==> src/rtl/jtag_fifo_bridge.sv <==
module jtag_fifo_bridge #(
  parameter int WW    = 16,
  parameter int DEPTH = 8
) (
  input  logic          tck,
  input  logic          rst_n,
  input  logic          tdi,
  input  logic          capture_dr,
  input  logic          shift_dr,
  input  logic          update_dr,
  output logic          tdo,
  output logic [WW-1:0] wr_data,
  output logic          wr_valid,
  input  logic [WW-1:0] wr_free,
  input  logic [WW-1:0] rd_data,
  output logic          rd_pop,
  input  logic [WW-1:0] rd_avail,
  output logic [WW-1:0] sc_out
);
  localparam int BW = (WW > 1) ? $clog2(WW) : 1;
  localparam int IW = WW + 2;
  localparam logic [WW-1:0] MARK       = '1;
  localparam logic [WW-1:0] WW_CODE    = WW'(WW);
  localparam logic [WW-1:0] DEPTH_CODE = WW'(DEPTH);
  localparam logic [BW-1:0] LAST_BIT   = BW'(WW - 1);

  logic          active, ctrl;
  logic [BW-1:0] bit_cnt;
  logic [IW-1:0] idx, plen;
  logic [WW-1:0] in_sr, out_sr;
  logic [WW-1:0] free_s, avail_s, wr_req, wr_acc, rd_acc;

  logic          step, word_end, load_rd, push_now, rd_slot;
  logic [WW-1:0] word_now, next_resp, wr_acc_now, rd_acc_now, big_req;
  logic [IW-1:0] nidx, plen_now;

  assign step       = active && shift_dr;
  assign word_end   = step && (bit_cnt == LAST_BIT);
  assign word_now   = {tdi, in_sr[WW-1:1]};
  assign nidx       = idx + 1'b1;
  assign wr_acc_now = (word_now < free_s) ? word_now : free_s;
  assign rd_acc_now = (idx == 1) ? ((word_now < avail_s) ? word_now : avail_s) : rd_acc;
  assign big_req    = (word_now > wr_req) ? word_now : wr_req;
  assign plen_now   = (idx == 1) ? {2'b00, big_req} : plen;
  assign rd_slot    = (nidx >= 2) && ((nidx - 2) < {2'b00, rd_acc_now});
  assign push_now   = !ctrl && (idx >= 2) && ((idx - 2) < {2'b00, wr_acc});
  assign tdo        = out_sr[0];

  always_comb begin
    next_resp = '0;
    load_rd   = 1'b0;
    if (idx == 0)
      next_resp = (word_now == MARK) ? WW_CODE : '0;
    else if (ctrl)
      next_resp = (idx == 1) ? DEPTH_CODE : '0;
    else if (rd_slot) begin
      next_resp = rd_data;
      load_rd   = 1'b1;
    end else if (nidx == plen_now + 2)
      next_resp = wr_acc;
    else if (nidx == plen_now + 3)
      next_resp = rd_acc_now;
  end

  always_ff @(posedge tck or negedge rst_n) begin
    if (!rst_n) begin
      active <= 1'b0; ctrl <= 1'b0; bit_cnt <= '0; idx <= '0; plen <= '0;
      in_sr <= '0; out_sr <= '0; free_s <= '0; avail_s <= '0;
      wr_req <= '0; wr_acc <= '0; rd_acc <= '0;
      wr_data <= '0; wr_valid <= 1'b0; rd_pop <= 1'b0; sc_out <= '0;
    end else begin
      wr_valid <= 1'b0;
      rd_pop   <= 1'b0;
      if (capture_dr) begin
        active <= 1'b1; ctrl <= 1'b0; bit_cnt <= '0; idx <= '0; plen <= '0;
        out_sr <= '0; free_s <= wr_free; avail_s <= rd_avail;
        wr_req <= '0; wr_acc <= '0; rd_acc <= '0;
      end else if (update_dr) begin
        active <= 1'b0;
      end else if (step) begin
        in_sr <= word_now;
        if (word_end) begin
          bit_cnt <= '0;
          idx     <= nidx;
          out_sr  <= next_resp;
          if (idx == 0) begin
            ctrl   <= (word_now == MARK);
            wr_req <= word_now;
            wr_acc <= wr_acc_now;
          end
          if (idx == 1) begin
            if (ctrl) begin
              if (word_now != '0) sc_out <= word_now;
            end else begin
              rd_acc <= rd_acc_now;
              plen   <= plen_now;
            end
          end
          if (push_now) begin
            wr_valid <= 1'b1;
            wr_data  <= word_now;
          end
          if (load_rd) rd_pop <= 1'b1;
        end else begin
          bit_cnt <= bit_cnt + 1'b1;
          out_sr  <= {1'b0, out_sr[WW-1:1]};
        end
      end
    end
  end

  logic [IW-1:0] push_cnt, pop_cnt;
  always_ff @(posedge tck or negedge rst_n) begin
    if (!rst_n) begin
      push_cnt <= '0; pop_cnt <= '0;
    end else if (capture_dr) begin
      push_cnt <= '0; pop_cnt <= '0;
    end else begin
      if (wr_valid) push_cnt <= push_cnt + 1'b1;
      if (rd_pop)   pop_cnt  <= pop_cnt + 1'b1;
    end
  end

  assert_push_bound_R4: assert property (@(posedge tck) disable iff (!rst_n)
    wr_valid |-> (push_cnt < {2'b00, wr_acc}));
  assert_pop_bound_R5: assert property (@(posedge tck) disable iff (!rst_n)
    rd_pop |-> (pop_cnt < {2'b00, rd_acc}));
  assert_no_push_ctrl_R2: assert property (@(posedge tck) disable iff (!rst_n)
    wr_valid |-> !ctrl);
  assert_sc_only_ctrl_R2: assert property (@(posedge tck) disable iff (!rst_n)
    !$stable(sc_out) |-> ctrl);
  assert_tdo_hold_R7: assert property (@(posedge tck) disable iff (!rst_n)
    (!shift_dr && !capture_dr) |=> $stable(tdo));
endmodule

==> config.mk <==
export PLATFORM = sky130hd
export DESIGN_NAME = jtag_fifo_bridge
export DESIGN_NICKNAME = d
export VERILOG_FILES = /design/src/rtl/jtag_fifo_bridge.sv
export SDC_FILE = /design/constraint.sdc
export NUM_CORES = 1
export LEC_CHECK = 0
export ABC_AREA = 1
export BUFFER_PORTS_ARGS = -buffer_cell sky130_fd_sc_hd__buf_2
export CORE_AREA = 2 2 240 242
export DETAILED_ROUTE_END_ITERATION = 10
export DIE_AREA = 0 0 242 244
export PLACE_DENSITY = 0.45
export SYNTH_ARGS = -nofsm -noshare
export SYNTH_HDL_FRONTEND = slang
export SYNTH_SLANG_ARGS = --single-unit
==> constraint.sdc <==
create_clock -name tck -period 4.7 [get_ports tck]
set_clock_uncertainty 0.2 [all_clocks]
set_input_delay 1.175 -clock tck [delete_from_list [all_inputs] [get_ports tck]]
set_output_delay 1.175 -clock tck [all_outputs]
set_load 0.01 [all_outputs]
==> results.json, run 1 <==
{
  "wl_per_cell_um": 17.8,
  "gr-total-overflow": 0,
  "place_congestion": 0.917,
  "synth_ff_type": "dfrtp_1",
  "drt_wl_total_mm": 49.0,
  "synth_cell_types": 52,
  "cts_tree": "built",
  "synth-edff-count": 0,
  "std_cell_rows": 87,
  "arrival_ns": 4.76,
  "clkLatencyLatePin_ns": 0.49,
  "coreArea_um2": 56200,
  "grt_use_total_pct": 16.6,
  "hold_viol_final": 0,
  "netlist_area_um2": 12800,
  "setup_ws_ns": 0.174,
  "yosys_warnings": 0,
  "cap_violations": 0,
  "yosys.area.top_type": "dfrtp_1",
  "max_slew_margin_pct": 37.7,
  "status": "complete, no violations",
  "vdd_drop_max_v": 0.000230,
  "worstHoldPathType": "reg -> reg",
  "grt_pass1_vias": 12669,
  "cts_sinks": 187,
  "timing.final.crit_period_ns": 4.53,
  "dp_hpwl_mm": 38.1,
  "ios": 89,
  "cts_root_buf": "clkbuf_16",
  "p_leak_nw": 7.91,
  "synth_nets": 1885,
  "fp.dieH_um": 244,
  "worst_pin_slew_ns": 0.935,
  "drive_gt1_share_pct": 21.8,
  "viasPerCell": 4.69,
  "htree_levels": 4,
  "ys_top_cells_by_area": "dfrtp_1, nand2_1, ha_1",
  "initial_core_util_pct": 22.9,
  "setup_violations": 0,
  "yosysSeqAreaShare_pct": 36.4,
  "drtPass1Iterations": 5,
  "die_w_um": 242,
  "synth-seq-cells": 187,
  "grt_pass1_wl_mm": 74.8,
  "remaining_drc_errors": 0,
  "nets": 2111,
  "antenna_found_initial": 1,
  "cts_made_buffers": 17,
  "slew_viol_final": 0,
  "async_flop_share_pct": 100,
  "grt_setup_unrepaired": "true",
  "end_kind": "flip-flop",
  "areaGrowthSynthToFinish_pct": 26.6,
  "criticalPathCategory": "in -> reg",
  "power_density_nw_per_um2": 250,
  "utilization_pct": 29.0,
  "first_iter_violations": 899,
  "worst-endpoint-required_ns": 4.93,
  "finalCritPeriodShare_pct": 96.3,
  "critPathMaxFanout": 4,
  "synth.top_cell.area_share_pct": 36.4,
  "synth.avg_cell_area_um2": 7.35,
  "die_area_um2": 59000,
  "dp_slack_ns": -0.617,
  "ant_nets": 0,
  "max_freq_ghz": 0.221,
  "vias": 12877,
  "worstSetupStartpointType": "input port",
  "clkTransAtPathRegs_ns": 0.07,
  "portBuffers": 88,
  "grt_max_degree": 103,
  "syn_inst": 1747,
  "clk_path_buf_depth": 2
}
[what timing repair did]
action                     in CTS  in global routing
hold buffers                    0                  0
setup endpoints to repair      12                 17
pin swaps                       1                 23
buffers inserted                2                 11
resized for setup              12                 71
cloned                          0                  1
[cell usage after synthesis, drive strengths merged (6+ instances only)]
cell type	count
a21oi	53
buf	22
clkbuf	46
dfrtp	187
ha	84
inv	224
nand2	502
nand3	121
nand3b	19
nand4	30
nor2	130
nor3	19
nor4	7
o211ai	19
o21ai	140
o22ai	52
o31ai	6
o32ai	15
xnor2	6
xor2	39
[routing by layer]
metal	vias up	wire (um)	track usage (%)
met2	365	22700	26.9
met5	-	0	0
met1	6215	22000	21.9
li1	6217	-	-
met3	80	2420	2.52
met4	0	1830	7.48
[worst max-delay path, cell delays in order]
cell      delay, ns
buf_2          0.17
ha_4           0.28
nand2_1        0.07
nor2_2         0.13
o211ai_1       0.10
buf_4          0.16
nand2_2        0.09
a21oi_1        0.07
o21ai_1        0.14
o21ai_0        0.18
ha_1           0.31
nand2_1        0.09
nor2_1         0.06
a211oi_2       0.25
o221ai_2       0.15
or3b_4         0.40
a21oi_4        0.18
nand2_4        0.09
buf_4          0.15
buf_4          0.13
o211ai_1       0.11
nand2_1        0.08
nand2_1        0.06
nand2_1        0.04
nand2_1        0.07
[final cells by class]
class / instances / area [um2]
Sequential cell: 187 / 4680
Inverter: 225 / 847
Antenna cell: 1 / 2.50
Tap cell: 756 / 946
Clock inverter: 13 / 166
Fill cell: 6217 / 39900
Clock buffer: 19 / 433
Timing Repair Buffer: 274 / 1940
Multi-Input combinational cell: 1268 / 7250
[where the power goes]
part | internal [mW] | switching [mW] | total [mW]
sequential | 1.66 | 0.0705 | 1.73
clock | 0.799 | 0.747 | 1.55
combinational | 0.269 | 0.524 | 0.794
total | 2.73 | 1.34 | 4.07
[path summary, 6_finish.rpt]
kind	start	endpoint	slack [ns]	cells after the start
worst min-delay path	wr_data[4]	wr_data[4]	0.28	2
max in group asynchronous	rst_n	out_sr[10]	2.91	2
worst max register to register	avail_s[1]	out_sr[2]	0.19	29
worst max-delay path	tdi	out_sr[2]	0.17	25
min in group asynchronous	rst_n	free_s[14]	0.60	1
worst min register to register	wr_data[4]	wr_data[4]	0.28	2
[kinds of logic after synthesis]
| family | Yosys count | share of synthesized area [%] |
|---|---|---|
| AO/OA/AOI/OAI | 303 | 14.1 |
| XOR/XNOR | 46 | 3.24 |
| adder cells (fa/ha/maj) | 84 | 8.18 |
| buffers and inverters | 293 | 9.26 |
| flip-flops | 187 | 36.4 |
| AND/OR/NAND/NOR | 834 | 28.8 |
[sequential cells by signal, summed over array words and instances (netlist names)]
name / cells
active: 1
avail_s: 16
bit_cnt: 4
ctrl: 1
free_s: 16
idx: 18
in_sr: 15
out_sr: 16
plen: 18
rd_acc: 16
rd_pop: 1
sc_out: 16
wr_acc: 16
wr_data: 16
wr_req: 16
wr_valid: 1
[stage by stage]
stage               hold WS, ns  setup TNS (ns)  cells  total power, mW  area [um2]
detailed placement        0.268           -8.74   2696             2.52       15300
global placement          0.263           -8.93   2696             2.51       15300
floorplan                 0.249               0   1747             2.12       12800
CTS                       0.285               0   2730             4.08       15900
global route              0.308          -0.213   2742             4.26       16300
finish                    0.280               0   2743             4.07       16300
[cells in the final DEF, fill, tap and decap left out, types with 3 or more instances in the layout]
| cell type | n |
|---|---|
| dfrtp_1 | 185 |
| inv_1 | 213 |
| nand2_2 | 27 |
| nor3_1 | 14 |
| nor2_1 | 100 |
| a22oi_1 | 3 |
| ha_4 | 3 |
| clkbuf_16 | 17 |
| o211ai_2 | 7 |
| o22ai_1 | 51 |
| o21ai_1 | 10 |
| xnor2_1 | 5 |
| a21oi_1 | 42 |
| o21ai_0 | 125 |
| ha_1 | 80 |
| a21oi_2 | 10 |
| inv_2 | 10 |
| nor3_2 | 4 |
| xor2_2 | 3 |
| o31ai_1 | 6 |
| o211ai_1 | 12 |
| nor4_1 | 4 |
| o32ai_1 | 15 |
| clkinv_4 | 4 |
| nand2_1 | 474 |
| o21ai_2 | 5 |
| buf_12 | 7 |
| nor2_4 | 10 |
| nor2_2 | 20 |
| nand3_2 | 9 |
| xor2_1 | 36 |
| nand4_1 | 30 |
| nand3_1 | 112 |
| inv_6 | 3 |
| buf_2 | 87 |
| nand3b_1 | 19 |
| buf_4 | 177 |
No activity file was read; power rests on OpenSTA's default activity.
==> run 2: changes to the inputs <==
==> constraint.sdc (replaced) <==
create_clock -name tck -period 4.2 [get_ports tck]
set_clock_uncertainty 0.2 [all_clocks]
set_input_delay 1.05 -clock tck [delete_from_list [all_inputs] [get_ports tck]]
set_output_delay 1.05 -clock tck [all_outputs]
set_load 0.01 [all_outputs]
==> run 2 against run 1 <==
The flow now finishes with violations (setup timing). Cell count up 2.7%. Non-clock buffer count up 76. Die area unchanged. Flip-flop and latch count unchanged. Cell area up 5.8%. Sequential power up 12%. First-iteration DRC count up 2.9%. Routed wire length up 3.3%. Clock-buffer cell count down 1. Critical path type is now reg -> reg. Largest cell class unchanged. Highest routed layer unchanged.
==> results.json, run 2 (synthesis results as in run 1) <==
{
  "status": "finished with violations",
  "violations": "setup timing",
  "clk_path_buf_depth": 2,
  "hold_depth": 2,
  "vias": 13097,
  "max_slew_margin_pct": 52.6,
  "arrival_ns": 4.63,
  "worstSetupStartpointType": "flip-flop",
  "drtPass1Iterations": 7,
  "cts_hold_buf": 0,
  "reg2reg_slack_ns": -0.24,
  "min_from": "wr_data[4]",
  "cts_tree": "built",
  "clkTransAtPathRegs_ns": 0.08,
  "cpLargestDelayFamily": "simple AND/OR/NAND/NOR gates",
  "finalCritPeriodShare_pct": 106,
  "cts_made_buffers": 17,
  "final_common_cell": "nand2_1",
  "grt_use_total_pct": 17.1,
  "r2r.worst_path.cells": 28,
  "max_freq_ghz": 0.225,
  "fill_cells": 6140,
  "ios": 89,
  "critPathMaxFanout": 8,
  "std_cell_rows": 87,
  "grt_pass1_wl_mm": 77.0,
  "vdd_drop_max_v": 0.000282,
  "htree_levels": 4,
  "coreArea_um2": 56200,
  "top_regs": "idx (18), plen (18)",
  "cpPeakStageDelay_ns": 0.42,
  "drive_gt1_share_pct": 26.7,
  "ant_nets": 0,
  "drt_wl_total_mm": 50.6,
  "nets": 2187,
  "areaGrowthSynthToFinish_pct": 33.9,
  "die_w_um": 242,
  "hold_viol_final": 0,
  "utilization_pct": 30.6,
  "critPathMostFrequentCell": "nand2_1",
  "reg2reg_from": "idx[1]",
  "portBuffers": 88,
  "grt_pass1_vias": 12775,
  "slew_viol_final": 0,
  "worstHoldPathType": "reg -> reg",
  "gr-total-overflow": 0,
  "initial_core_util_pct": 22.9,
  "hold_end": "wr_data[4]",
  "p_leak_nw": 8.37,
  "viasPerCell": 4.65,
  "end_kind": "flip-flop",
  "critPathBufInv": 8,
  "setup_violations": 17,
  "timing.final.crit_period_ns": 4.44,
  "power_density_nw_per_um2": 268,
  "cap_violations": 0,
  "cts_root_buf": "clkbuf_16",
  "fp.dieH_um": 244,
  "remaining_drc_errors": 0,
  "die_area_um2": 59000,
  "mostFrequentLayoutCells": "nand2_1, buf_4, inv_1",
  "clkLatencyLatePin_ns": 0.49,
  "grt_max_degree": 73,
  "n_antenna_cell": 0,
  "cts_sinks": 187,
  "first_iter_violations": 925,
  "timing.setup.tns_ns": -3.21,
  "timing.rr.end": "out_sr[14]",
  "grt_setup_unrepaired": "true",
  "setup_ws_ns": -0.241,
  "antenna_found_initial": 0,
  "place_congestion": 0.879,
  "dp_slack_ns": -0.762,
  "dp_hpwl_mm": 38.9,
  "cpMaxStageDelayCell": "dfrtp_1",
  "worst-endpoint-required_ns": 4.38,
  "worst_pin_slew_ns": 0.711,
  "criticalPathCategory": "reg -> reg",
  "wl_per_cell_um": 18.0
}
==> run 2: report_power, final <==
group          leakage (nW)  switching (mW)  total, mW  internal, mW
Sequential             2.51          0.0753       1.93          1.86
Clock                 0.291           0.852       1.76         0.908
Combinational          5.57           0.591      0.920         0.328
Total                  8.37            1.52       4.61          3.10
==> run 2: per-layer routing <==
layer / part of all wire [%] / global-route usage, % / vias up / routed length, um
met5: 0 / 0 / - / 0
met4: 2.8 / 6.54 / 0 / 1420
met3: 4.2 / 2.37 / 63 / 2130
met2: 48 / 28.4 / 339 / 24100
met1: 45 / 22.5 / 6337 / 22900
li1: - / - / 6358 / -
==> run 2: how the worst max path moves through the flow <==
stage / startpoint / to / slack (ns) / depth (start not counted)
after floorplan: tdi / out_sr[10] / -0.20 / 24
after global routing: avail_s[1] / out_sr[11] / -0.53 / 28
after CTS: idx[0] / out_sr[13] / -0.22 / 27
after global placement: tdi / rd_pop / -0.76 / 18
after detailed placement: tdi / rd_pop / -0.76 / 18
final: idx[1] / out_sr[14] / -0.24 / 28
==> run 2: layout make-up <==
cell class | instances | area [um2] | area share, %
clock inverter | 13 | 161 | 0.938
sequential | 187 | 4680 | 27.2
tap | 756 | 946 | 5.50
inverter | 225 | 850 | 4.94
timing repair buffer | 350 | 2610 | 15.2
clock buffer | 18 | 439 | 2.55
multi-input combinational | 1268 | 7510 | 43.7
==> run 2: tightest hold or removal path, delay by kind of cell, from the launching register on <==
| kind | cells | cell delay [ns] |
|---|---|---|
| compound gates | 1 | 0.05 |
| simple gates | 1 | 0.05 |
| flops | 1 | 0.35 |
==> run 2: through the flow <==
step	power (mW)	cells	hold WS [ns]	area, um2
detailed placement	2.87	2749	0.265	15700
global placement	2.86	2749	0.261	15700
CTS	4.65	2802	0.285	16700
finish	4.61	2817	0.283	17200
floorplan	2.39	1747	0.249	12900
global route	4.83	2817	0.305	17200
==> run 2: repair_timing <==
| item | in CTS | in global routing |
|---|---|---|
| cloned | 1 | 1 |
| resized for setup | 54 | 82 |
| pin swaps | 27 | 44 |
| endpoints found under the setup margin | 33 | 34 |
| buffers inserted | 22 | 17 |
==> run 3: changes to the inputs <==
--- a/config.mk
+++ b/config.mk
@@ -5,11 +5,10 @@
 export SDC_FILE = /design/constraint.sdc
 export NUM_CORES = 1
 export LEC_CHECK = 0
-export ABC_AREA = 1
 export BUFFER_PORTS_ARGS = -buffer_cell sky130_fd_sc_hd__buf_2
-export CORE_AREA = 2 2 240 242
+export CORE_AREA = 2 2 239 241
 export DETAILED_ROUTE_END_ITERATION = 10
-export DIE_AREA = 0 0 242 244
+export DIE_AREA = 0 0 241 243
 export PLACE_DENSITY = 0.45
 export SYNTH_ARGS = -nofsm -noshare
 export SYNTH_HDL_FRONTEND = slang
==> run 3 against run 2 <==
Largest power group unchanged. First-iteration DRC count shrank 1.1%. The run still ends with setup timing left. Combinational power decreased by 2.7%. Setup slack got worse by 0.065 ns. Largest cell class unchanged.
==> results.json, run 3 <==
{
  "cap_violations": 0,
  "synth_nets": 1632,
  "worstHoldPathType": "reg -> reg",
  "critPathMostFrequentCell": "a21o_1",
  "hold_viol_final": 0,
  "die_area_um2": 58600,
  "grt_use_total_pct": 17.4,
  "fill_cells": 5988,
  "drive_gt1_share_pct": 33.0,
  "n_antenna_cell": 0,
  "drtPass1Iterations": 5,
  "dpl_cell_area_um2": 16200,
  "synth-edff-count": 0,
  "netlist_area_um2": 12800,
  "clkTransAtPathRegs_ns": 0.08,
  "synth.most_common_cell": "nand2_1",
  "power_density_nw_per_um2": 257,
  "violations": "setup timing",
  "max_freq_ghz": 0.222,
  "worst_pin_slew_ns": 1.00,
  "cts_sinks": 187,
  "viasPerCell": 4.81,
  "utilization_pct": 31.6,
  "max_slew_margin_pct": 33.1,
  "synth_cell_types": 77,
  "grt_setup_unrepaired": "true",
  "mostFrequentLayoutCells": "buf_4, nand2_1, dfrtp_1",
  "async_flop_share_pct": 100,
  "cts_root_buf": "clkbuf_16",
  "vias": 12511,
  "yosysSeqAreaShare_pct": 36.7,
  "wl_per_cell_um": 19.2,
  "initial_core_util_pct": 22.8,
  "drt_wl_total_mm": 50.0,
  "grt_max_degree": 69,
  "ys_top_cells_by_area": "dfrtp_1, ha_1, nand2_1",
  "synth.top_cell.area_share_pct": 36.7,
  "multiInputGateArea_um2": 7950,
  "cts_hold_buf": 0,
  "path_cells": "ha_1, a21o_1, a21o_1, a21o_1, a21o_1, a21oi_2, o21a_2, buf_6, nor2_2, a21oi_2, nor2_2, a21oi_2, ha_1, a21o_1, a2111oi_4, o2111ai_2, o211ai_1, nand3_2, buf_6, buf_16, buf_8, nand3_2, o21a_1",
  "status": "finished with violations",
  "criticalPathCategory": "reg -> reg",
  "synth.avg_cell_area_um2": 8.54,
  "final_common_cell": "buf_4",
  "cts_made_buffers": 17,
  "cts_tree": "built",
  "synth-seq-cells": 187,
  "std_cell_rows": 87,
  "cpMaxStageDelayCell": "dfrtp_1",
  "synth_ff_type": "dfrtp_1",
  "areaGrowthSynthToFinish_pct": 38.6,
  "portBuffers": 88,
  "synth_top_cells_by_count": "nand2_1, dfrtp_1, o21ai_0",
  "yosys.area.top_type": "dfrtp_1",
  "critPathMaxFanout": 7,
  "finalCritPeriodShare_pct": 107,
  "ios": 89,
  "finalInstanceArea_um2": 17700,
  "remaining_drc_errors": 0,
  "vdd_drop_max_v": 0.000382,
  "seqCellArea_um2": 4690,
  "fp.dieH_um": 243,
  "worstSetupStartpointType": "flip-flop",
  "coreArea_um2": 56000,
  "cpPeakStageDelay_ns": 0.40,
  "grt_pass1_wl_mm": 77.1,
  "gr-total-overflow": 0,
  "slew_viol_final": 0,
  "timing.setup.tns_ns": -4.37,
  "clkLatencyLatePin_ns": 0.50,
  "yosys_warnings": 0,
  "die_w_um": 241,
  "clk_path_buf_depth": 2,
  "grt_pass1_vias": 12589,
  "antenna_found_initial": 0,
  "setup_violations": 17,
  "setup_ws_ns": -0.307,
  "htree_levels": 4,
  "worst_hold_slack_ns": 0.285,
  "worst-endpoint-required_ns": 4.44,
  "dp_hpwl_mm": 37.7,
  "place_congestion": 0.868,
  "arrival_ns": 4.74,
  "syn_inst": 1494,
  "end_kind": "flip-flop",
  "p_leak_nw": 8.19,
  "ant_nets": 0,
  "nets": 1970,
  "first_iter_violations": 915,
  "top_regs": "idx (18), plen (18)",
  "timing.final.crit_period_ns": 4.51
}
## run 3: power by group
part	internal, mW	switching, mW	leakage [nW]	total, mW
clock	0.869	0.883	0.289	1.75
sequential	1.85	0.0466	2.54	1.89
combinational	0.394	0.501	5.36	0.895
## run 3: repair_timing
item / 4_1_cts / 5_1_grt
gates resized for setup: 92 / 51
buffers inserted: 21 / 8
cloned: 5 / 1
endpoints found under the setup margin: 17 / 33
pin swaps: 26 / 16
## run 3: path summary, 6_finish.rpt
kind                            startpoint          to  slack, ns  cells after the start
worst max-delay path              in_sr[2]  out_sr[13]      -0.31                     23
worst min-delay path              plen[13]    plen[13]       0.29                      2
worst max register to register    in_sr[2]  out_sr[13]      -0.31                     23
worst min register to register    plen[13]    plen[13]       0.29                      2
max in group asynchronous            rst_n   in_sr[14]       2.54                      2
min in group asynchronous            rst_n    plen[17]       0.39                      1
## run 3: through the flow
step | total power [mW] | cells | worst slack [ns]
after floorplan | 2.32 | 1494 | -0.556
after global placement | 2.70 | 2536 | -0.957
after detailed placement | 2.72 | 2536 | -0.970
after CTS | 4.60 | 2594 | -0.244
after global routing | 4.76 | 2601 | -0.522
final | 4.54 | 2601 | -0.307
## run 3: area by class of cell
| type | count | share of cell area, % |
|---|---|---|
| multi-input combinational | 1131 | 45.0 |
| sequential | 187 | 26.5 |
| clock inverter | 14 | 0.949 |
| inverter | 82 | 1.78 |
| tap | 756 | 5.35 |
| timing repair buffer | 413 | 18.0 |
| clock buffer | 18 | 2.48 |
## run 3: routing by layer
layer  wire, um  GRT usage (%)  up-vias
li1           -              -     6002
met1      23500           24.0     6186
met2      23400           27.7      279
met5          0              0        -
met3       2290           3.14       44
met4        898           4.50        0
## run 3: worst max-delay path, delay by kind of cell (launching register included)
kind / cells / cell delay [ns]
AO/OA/AOI/OAI: 13 / 2.40
buffers and inverters: 4 / 0.58
adder cells (fa/ha/maj): 2 / 0.56
flip-flops: 1 / 0.40
AND/OR/NAND/NOR: 4 / 0.30
## run 3: cell families after synthesis
group / Yosys count / share of synthesized area, %
multiplexers: 61 / 5.21
AND/OR/NAND/NOR: 555 / 21.3
XOR/XNOR: 65 / 4.46
flip-flops: 187 / 36.7
AO/OA/AOI/OAI: 365 / 18.4
buffers and inverters: 177 / 5.71
adder cells (fa/ha/maj): 84 / 8.24
